## src/rtl/hsel_mac_pkg.sv

```systemverilog
package hsel_mac_pkg;

  localparam int unsigned INSTR_W = 32;
  localparam logic [9:0]  OPC_HI  = 10'b1110001011;  // instr[27:18]
  localparam logic [7:0]  OPC_MID = 8'b00000001;     // instr[11:4]

  typedef enum logic [3:0] {
    CC_EQ = 4'h0, CC_NE = 4'h1, CC_CS = 4'h2, CC_CC = 4'h3,
    CC_MI = 4'h4, CC_PL = 4'h5, CC_VS = 4'h6, CC_VC = 4'h7,
    CC_HI = 4'h8, CC_LS = 4'h9, CC_GE = 4'hA, CC_LT = 4'hB,
    CC_GT = 4'hC, CC_LE = 4'hD, CC_AL = 4'hE, CC_NV = 4'hF
  } cond_e;

  typedef struct packed {
    logic n;
    logic z;
    logic c;
    logic v;
  } flags_t;

endpackage

```

## src/rtl/hsel_mac_decode.sv

```systemverilog
module hsel_mac_decode
  import hsel_mac_pkg::*;
(
  input  logic [INSTR_W-1:0] instr_i,
  output logic               match_o,
  output cond_e              cond_o,
  output logic               hi_a_o,
  output logic               hi_b_o
);

  // Register numbers are resolved outside this unit.
  logic unused_reg_idx;
  assign unused_reg_idx = ^{instr_i[15:12], instr_i[3:0]};

  always_comb begin
    match_o = (instr_i[27:18] == OPC_HI) && (instr_i[11:4] == OPC_MID);
    cond_o  = cond_e'(instr_i[31:28]);
    hi_a_o  = instr_i[17];
    hi_b_o  = instr_i[16];
  end

endmodule

```

## src/rtl/hsel_mac_cond.sv

```systemverilog
module hsel_mac_cond
  import hsel_mac_pkg::*;
(
  input  cond_e  cond_i,
  input  flags_t flags_i,
  output logic   pass_o
);

  logic n_eq_v;
  assign n_eq_v = (flags_i.n == flags_i.v);

  always_comb begin
    unique case (cond_i)
      CC_EQ:   pass_o = flags_i.z;
      CC_NE:   pass_o = !flags_i.z;
      CC_CS:   pass_o = flags_i.c;
      CC_CC:   pass_o = !flags_i.c;
      CC_MI:   pass_o = flags_i.n;
      CC_PL:   pass_o = !flags_i.n;
      CC_VS:   pass_o = flags_i.v;
      CC_VC:   pass_o = !flags_i.v;
      CC_HI:   pass_o = flags_i.c && !flags_i.z;
      CC_LS:   pass_o = !flags_i.c || flags_i.z;
      CC_GE:   pass_o = n_eq_v;
      CC_LT:   pass_o = !n_eq_v;
      CC_GT:   pass_o = !flags_i.z && n_eq_v;
      CC_LE:   pass_o = flags_i.z || !n_eq_v;
      CC_AL:   pass_o = 1'b1;
      default: pass_o = 1'b0;
    endcase
  end

endmodule

```

## src/rtl/hsel_mac_datapath.sv

```systemverilog
module hsel_mac_datapath #(
  parameter int unsigned ACC_W  = 40,
  parameter int unsigned DATA_W = 32,
  parameter int unsigned HALF_W = 16
) (
  input  logic [DATA_W-1:0] mcand_i,
  input  logic [DATA_W-1:0] mplier_i,
  input  logic              hi_a_i,
  input  logic              hi_b_i,
  input  logic [ACC_W-1:0]  acc_i,
  output logic [ACC_W-1:0]  sum_o
);

  localparam int unsigned PROD_W = 2 * HALF_W;
  localparam int unsigned EXT_W  = ACC_W - PROD_W;

  logic signed [HALF_W-1:0] op_a;
  logic signed [HALF_W-1:0] op_b;
  logic signed [PROD_W-1:0] prod;
  logic        [ACC_W-1:0]  prod_ext;

  always_comb begin
    op_a = hi_a_i ? mcand_i[DATA_W-1 -: HALF_W]  : mcand_i[HALF_W-1:0];
    op_b = hi_b_i ? mplier_i[DATA_W-1 -: HALF_W] : mplier_i[HALF_W-1:0];
    prod = op_a * op_b;
  end

  generate
    if (EXT_W > 0) begin : g_ext
      assign prod_ext = {{EXT_W{prod[PROD_W-1]}}, prod};
    end else begin : g_noext
      assign prod_ext = prod[ACC_W-1:0];
    end
  endgenerate

  assign sum_o = acc_i + prod_ext;

endmodule

```

## src/rtl/hsel_mac.sv

```systemverilog
module hsel_mac
  import hsel_mac_pkg::*;
#(
  parameter int unsigned ACC_W  = 40,
  parameter int unsigned DATA_W = 32,
  parameter int unsigned HALF_W = 16
) (
  input  logic               clk,
  input  logic               rst_n,
  input  logic               valid_i,
  input  logic [INSTR_W-1:0] instr_i,
  input  logic [DATA_W-1:0]  mcand_i,
  input  logic [DATA_W-1:0]  mplier_i,
  input  logic [3:0]         flags_i,
  input  logic               load_i,
  input  logic [ACC_W-1:0]   load_val_i,
  output logic [ACC_W-1:0]   acc_o,
  output logic               nomatch_o
);

  logic             match;
  cond_e            cond;
  logic             hi_a;
  logic             hi_b;
  logic             pass;
  logic [ACC_W-1:0] sum;
  logic [ACC_W-1:0] acc_q;
  logic [ACC_W-1:0] acc_d;
  logic             acc_en;

  hsel_mac_decode u_decode (
    .instr_i (instr_i),
    .match_o (match),
    .cond_o  (cond),
    .hi_a_o  (hi_a),
    .hi_b_o  (hi_b)
  );

  hsel_mac_cond u_cond (
    .cond_i  (cond),
    .flags_i (flags_t'(flags_i)),
    .pass_o  (pass)
  );

  hsel_mac_datapath #(
    .ACC_W  (ACC_W),
    .DATA_W (DATA_W),
    .HALF_W (HALF_W)
  ) u_dp (
    .mcand_i  (mcand_i),
    .mplier_i (mplier_i),
    .hi_a_i   (hi_a),
    .hi_b_i   (hi_b),
    .acc_i    (acc_q),
    .sum_o    (sum)
  );

  // Next-state: load wins over an instruction.
  always_comb begin
    acc_d  = acc_q;
    acc_en = 1'b0;
    if (load_i) begin
      acc_d  = load_val_i;
      acc_en = 1'b1;
    end else if (valid_i && match && pass) begin
      acc_d  = sum;
      acc_en = 1'b1;
    end
  end

  always_ff @(posedge clk or negedge rst_n) begin
    if (!rst_n) begin
      acc_q <= '0;
    end else if (acc_en) begin
      acc_q <= acc_d;
    end
  end

  assign acc_o     = acc_q;
  assign nomatch_o = valid_i && !match;

endmodule

```

## config.mk

```make
export PLATFORM = sky130hd
export DESIGN_NAME = hsel_mac
export DESIGN_NICKNAME = d
export VERILOG_FILES = /design/src/rtl/hsel_mac_pkg.sv /design/src/rtl/hsel_mac_decode.sv /design/src/rtl/hsel_mac_cond.sv /design/src/rtl/hsel_mac_datapath.sv /design/src/rtl/hsel_mac.sv
export SDC_FILE = /design/constraint.sdc
export NUM_CORES = 1
export LEC_CHECK = 0
export BUFFER_PORTS_ARGS = -buffer_cell sky130_fd_sc_hd__buf_2
export CAP_MARGIN = 10
export CORE_MARGIN = 2
export CORE_UTILIZATION = 65
export DETAILED_ROUTE_END_ITERATION = 7
export PLACE_DENSITY = 0.93
export SKIP_CTS_REPAIR_TIMING = 1
export SYNTH_ARGS = -nofsm -noshare
export SYNTH_HDL_FRONTEND = slang
export SYNTH_SLANG_ARGS = --single-unit
```

## constraint.sdc

```tcl
create_clock -name clk -period 5.3 [get_ports clk]
set_clock_uncertainty 0.15 [all_clocks]
set_input_delay 0.265 -clock clk [delete_from_list [all_inputs] [get_ports clk]]
set_output_delay 0.265 -clock clk [all_outputs]
set_load 0.03 [all_outputs]
```

==> metrics.txt, run 1 <==
Yosys top cell area share roughly 37%; IO Pins around 190; clock buffer depth 2; Area after DPL 17900 sq um; dominant cell type by area after synthesis fa_1; Cell Area, Synth between 10000 and 15000 sq um; GRT Overall Usage between 90% and 100%; Err [ERROR GRT-0232] Routing congestion too high. Check the congestion heatmap in the GUI.; Die Y approximately 150 um; Detailed Place HPWL 45200 um; Die W 151 um; gpl congestion ~1.0; Post-synth EDFFs 0; #FFs+latches synth 40; status stopped before the end; dominant synthesized flop cell dfrtp_1; asr flop ratio synth 100%; Num CTS Buffers 5; clock sink total 40; distinct cell type count after synthesis just under 70; Initial Utilization 66.8%; Buffers on Ports ~180; largest net degree at the start of global routing 69; htree depth 2; Post-Syn Instances approximately 1600; global route overflow about 1100; Net Count, Synth 2165; Seq/Total Area, Yosys 7.08%; Stopped at global routing; Yosys warnings 0; Synth Area per Inst 8.65 sq um; Synth area leaders fa_1 37%, ha_1 11%, inv_1 7.7%; cell row count 53; root buffer cell clkbuf_16
-- logic make-up after synthesis --
kind of cell	after synthesis	synth area share, %
fa+ha+maj	386	48.1
xor+xnor	67	4.15
mux	72	5.36
simple gates	485	15.0
flops	40	7.08
buf+inv	340	9.13
compound gates	245	11.1
-- layer usage --
layer,overflow,GRT usage [%]
met1,42,86.2
met2,745,114
met3,41,83.6
met4,290,106
met5,7,69.3
-- synth_stat cells (all sizes together), types with 3 or more instances --
cell       n
o21a      11
mux2i     42
o21bai     6
buf       12
a21boi     3
nand3     23
a21oi     70
a31oi      6
and2       9
a211o      4
a31o       3
or3        8
nor2     182
a2bb2oi    3
ha       123
inv      291
and3      10
xor2      21
nor3b      6
a211oi    12
fa       263
nand2    176
dfrtp     40
o211ai    12
nor4       5
nand4      8
mux2      30
nor2b      5
or2        9
a21o      19
nand2b    15
clkbuf    36
nor3      18
o21ai     69
and4       3
o31a       7
xnor2     46
-- per-stage QoR --
stage | util [%] | instances | setup WS (ns) | hold slack, ns
floorplan | - | 1635 | -3.04 | -0.181
global placement | 84.8 | 2338 | -3.34 | 0.294
detailed placement | 84.8 | 2338 | -4.09 | 0.309
CTS | 85.7 | 2346 | -3.94 | -0.0171
==> run 2, diff against run 1 <==
CORE_UTILIZATION = 40   (was 65)
PLACE_DENSITY = not set   (was 0.93)
PLACE_DENSITY_LB_ADDON = 0.15   (was not set)
==> run 2 against run 1 <==
Against the previous run: the flow now finishes, with violations (negative hold slack, negative setup slack); area after synthesis unchanged; synthesized cell count did not move.
==> metrics.txt, run 2 <==
status finished, violations left; failing checks negative hold slack, negative setup slack; period utilisation layout 163%; Detailed Route WL around 42000 um; Yosys top cell area share 37.2%; htree depth 2; leading cell types in the layout, fill and taps excluded 310 x buf_4, 289 x inv_1, 256 x fa_1, 174 x buf_2; RR Endpoint acc_o[28]; dominant cell type by area after synthesis fa_1; Vias/cell 5.04; area added between synthesis and finish 36.3%; vias about 13000; crit path launch type input port; Total Nets Final between 2000 and 3000; Post-Syn Instances approximately 1600; CP arrival slightly below 9 ns; CP most frequent cell fa_1; Yosys warnings 0; CP required roughly 5.4 ns; count leader, synth inv_1; ANT nets after route 0; reg2reg start acc_o[0]; most common cell after layout, fill and taps aside buf_4; core area approximately 35000 sq um; flop2flop setup slack 1.70 ns; DRC viols 0; WL per Instance between 15 and 20 um; Num CTS Buffers 5; dominant synthesized flop cell dfrtp_1; hold_ws -0.0329 ns; clock buffer depth 2; asr flop ratio synth 100%; Buffers on Ports roughly 180; CTS tree built; fill cell count between 3000 and 4000; root buffer cell clkbuf_16; Final setup viols 33; initial antenna violation count 0; global-route wire length before repair between 60000 and 70000 um; final setup margin -3.36 ns; r2r worst-path depth 13; Synth area leaders fa_1 37%, ha_1 11%, inv_1 7.7%; Ant. Diodes 0; die area ~37000 sq um; largest net degree at the start of global routing a little under 70; Slew headroom a little over a third; DR iter-0 viols around 580; final hold vios 40; DR pass1 iterations 5; Net Count, Synth ~2200; share of cells above drive strength 1 33.5%; crit end category flip-flop; global route overflow 0; Slew Viols, Final 0; CP Class in2reg; Max stage delay on crit path around 0.60 ns; Final min period 8.66 ns; Seq/Total Area, Yosys 7.08%; RSZ-0062 raised after global routing yes; clock slew at reported path FFs around 0.060 ns; cell row count between 60 and 70; max-cap viol count 0; gpl congestion a little under 0.9; Cell Area, Synth roughly 14000 sq um; clock sink total 40; sequential cell area roughly 1000 sq um; HP Class in2async; Synth Area per Inst between 8 and 9 sq um; distinct cell type count after synthesis slightly below 70; Post-synth top cells 291 x inv_1, 263 x fa_1, 182 x nor2_1, 176 x nand2_1, 123 x ha_1; Worst path slowest cell fa_1; GRT Overall Usage about a quarter; #FFs+latches synth 40; CP Max Fanout 8; Post-synth EDFFs 0; vias in the first global route roughly 14000; IO Pins around 190; worst skew pair latency around 0.3 ns; Die Y roughly 190 um; max reg flops 40; worst slew pin tran just under 1 ns; fmax between 100 and 150 MHz; Detailed Place HPWL approximately 36000 um; pre-CTS setup slack -3.67 ns; multi-input logic area ~13000 sq um; Die W ~190 um; Initial Utilization 40.7%
==> run 2: cell counts after synthesis <==
Identical to the previous run, type by type.
==> run 2: area by class of cell <==
cell class	instances	share of cell area [%]
tap	455	2.96
inverter	292	5.69
clock buffer	6	0.669
multi-input combinational	1258	67.1
sequential	40	5.20
timing repair buffer	504	18.3
clock inverter	2	0.182
==> run 2: routing by layer <==
metal | vias to the layer above | routed length, um | global-route usage, %
met3 | 60 | 2030 | 2.78
li1 | 6171 | - | -
met5 | - | 0 | 0
met4 | 0 | 894 | 5.40
met2 | 309 | 20800 | 39.8
met1 | 6343 | 18400 | 31.8
==> run 2: cell families after synthesis <==
kind of cell | Yosys count | synth area share (%)
compound gates | 245 | 11.1
xor+xnor | 67 | 4.15
fa+ha+maj | 386 | 48.1
buf+inv | 340 | 9.13
flops | 40 | 7.08
mux | 72 | 5.36
simple gates | 485 | 15.0
==> run 2: how the worst max path moves through the flow <==
stage                     start   endpoint  slack (ns)  cells after the start
CTS                 instr_i[16]  acc_o[38]       -3.40                     35
global placement    instr_i[16]  acc_o[38]       -3.60                     36
global route        instr_i[17]  acc_o[39]       -3.68                     33
detailed placement  instr_i[16]  acc_o[38]       -3.67                     36
finish              instr_i[17]  acc_o[39]       -3.36                     33
floorplan           instr_i[17]  acc_o[39]       -3.04                     36
==> run 2: worst max-delay path, delay by kind of cell <==
family          cells  cell delay [ns]
fa+ha+maj           8             3.60
compound gates     14             3.10
simple gates        4             0.65
mux                 1             0.40
xor+xnor            2             0.37
buf+inv             4             0.32
==> run 2: per-stage QoR <==
step           area [sq um]  util [%]  TNS [ns]  cells
3_3_place_gp          18200      52.4    -85.50   2522
6_report              19300      55.5    -70.79   2557
5_1_grt               19300      55.5    -79.61   2557
2_1_floorplan         14800         -    -62.82   1635
3_5_place_dp          18200      52.4    -87.85   2522
4_1_cts               18400      52.9    -78.83   2530
Power of run 2 is left out: the tool's default activity adds up to more than one toggle a clock period on the data nets, which glitch-free logic cannot reach.
==> run 3, diff against run 2 <==
--- a/constraint.sdc
+++ b/constraint.sdc
@@ -3,3 +3,3 @@
 set_input_delay 0.265 -clock clk [delete_from_list [all_inputs] [get_ports clk]]
 set_output_delay 0.265 -clock clk [all_outputs]
-set_load 0.03 [all_outputs]
+set_load 0.01 [all_outputs]
==> run 3 against run 2 <==
Against the previous run: the flow still finishes with violations (negative hold slack, negative setup slack); die area unchanged; non-clock buffer count is 2 higher; cell area shrank 0.31%; global-route usage grew 0.17 points; final cell count hardly changed; count of clock-buffer cells in the layout rose by 1; critical path type unchanged.
==> metrics.txt, run 3 (same netlist as run 2, synthesis figures left out) <==
pre-CTS setup slack -3.77 ns; Slew headroom about 34%; CP arrival approximately 8.7 ns; fmax roughly 120 MHz; vias in the first global route 13600; clock sink total 40; Initial Utilization about 40%; Buffers on Ports 176; die area ~37000 sq um; area added between synthesis and finish 35.8%; CTS tree built; core area ~35000 sq um; crit path launch type input port; Max stage delay on crit path 0.58 ns; Slew Viols, Final 0; flop2flop setup slack 1.66 ns; Num CTS Buffers 5; global route overflow 0; ANT nets after route 0; CP Class in2reg; Worst path slowest cell fa_1; RR Endpoint acc_o[24]; Finished Core Util a little under three fifths; final setup margin -3.37 ns; Final setup viols 32; hold_ws -0.0171 ns; initial antenna violation count 0; global-route wire length before repair just under 70000 um; IO Pins about 190; Die Y 192 um; worst skew pair latency around 0.29 ns; Detailed Place HPWL 36800 um; DRC viols 0; cell row count slightly below 70; period utilisation layout 164%; vias 12900; share of cells above drive strength 1 approximately 33%; Vias/cell between 5 and 6; Total Nets Final roughly 2600; clock slew at reported path FFs 0.06 ns; CP Max Fanout 6; leading cell types in the layout, fill and taps excluded 303 x buf_4, 286 x inv_1, 257 x fa_1, 174 x nor2_1, 174 x buf_2; DR iter-0 viols ~550; root buffer cell clkbuf_16; Crit. Startpoint instr_i[17]; Die W 192 um; GRT Overall Usage approximately a quarter; failing checks negative hold slack, negative setup slack; clock buffer depth 2; Final min period 8.67 ns; Ant. Diodes 0; crit end category flip-flop; most common cell after layout, fill and taps aside buf_4; reg2reg start acc_o[0]; gpl congestion between 0.9 and 1; r2r worst-path depth 13; CP required around 5.4 ns; worst slew pin tran between 0.9 and 1 ns; final hold vios 18; largest net degree at the start of global routing between 60 and 70; RSZ-0062 raised after global routing yes; max-cap viol count 0; fill cell count 3212; htree depth 2; HP Class in2async; status finished, violations left; Detailed Route WL ~42000 um; DR pass1 iterations 4; CP most frequent cell fa_1; max reg flops 40; WL per Instance between 15 and 20 um
==> run 3: cell types whose count changed in the layout (fill, tap and decap cells not counted), moves of 4 or more <==
cell,delta
buf_6,+11
buf_4,-7
a21oi_2,-4
nand2_1,-4
nand2_2,+4
xnor2_1,+4
==> run 3: per-stage QoR <==
step                      std cells  TNS (ns)  area (sq um)  hold WS, ns
after floorplan                1635    -62.77         14800       -0.181
after global placement         2523    -85.88         18200        0.315
after detailed placement       2523    -88.44         18200        0.326
after CTS                      2531    -79.33         18300       0.0160
after global routing           2556    -84.52         19200       0.0420
final                          2556    -74.26         19200      -0.0171
==> run 3: critical path: cells and delay by family <==
kind            cells  cell delay (ns)
fa+ha+maj           8             3.63
compound gates     14             3.03
simple gates        4             0.63
buf+inv             4             0.41
xor+xnor            2             0.40
mux                 1             0.33
==> run 3: final cells by class <==
| cell class | instances | area, sq um | area share (%) |
|---|---|---|---|
| clock buffers | 7 | 143 | 0.743 |
| clock inverters | 1 | 7.51 | 0.0391 |
| inverters | 292 | 1100 | 5.71 |
| multi-input cells | 1255 | 12800 | 66.9 |
| flip-flops and latches | 40 | 1000 | 5.21 |
| well taps | 455 | 569 | 2.96 |
| repair buffers | 506 | 3540 | 18.4 |
==> run 3: how the worst max path moves through the flow <==
| stage | to |
|---|---|
| final | acc_o[39] |
| after global routing | acc_o[39] |
| after CTS | acc_o[38] |
| after detailed placement | acc_o[38] |
| after global placement | acc_o[38] |
| after floorplan | acc_o[39] |
==> run 3: routing by layer <==
layer	wire [um]	GRT usage, %
met5	0	0
met4	1240	5.61
met3	1820	2.58
met2	20800	40.0
met1	18600	32.2
Power of run 3 is left out for the same reason.
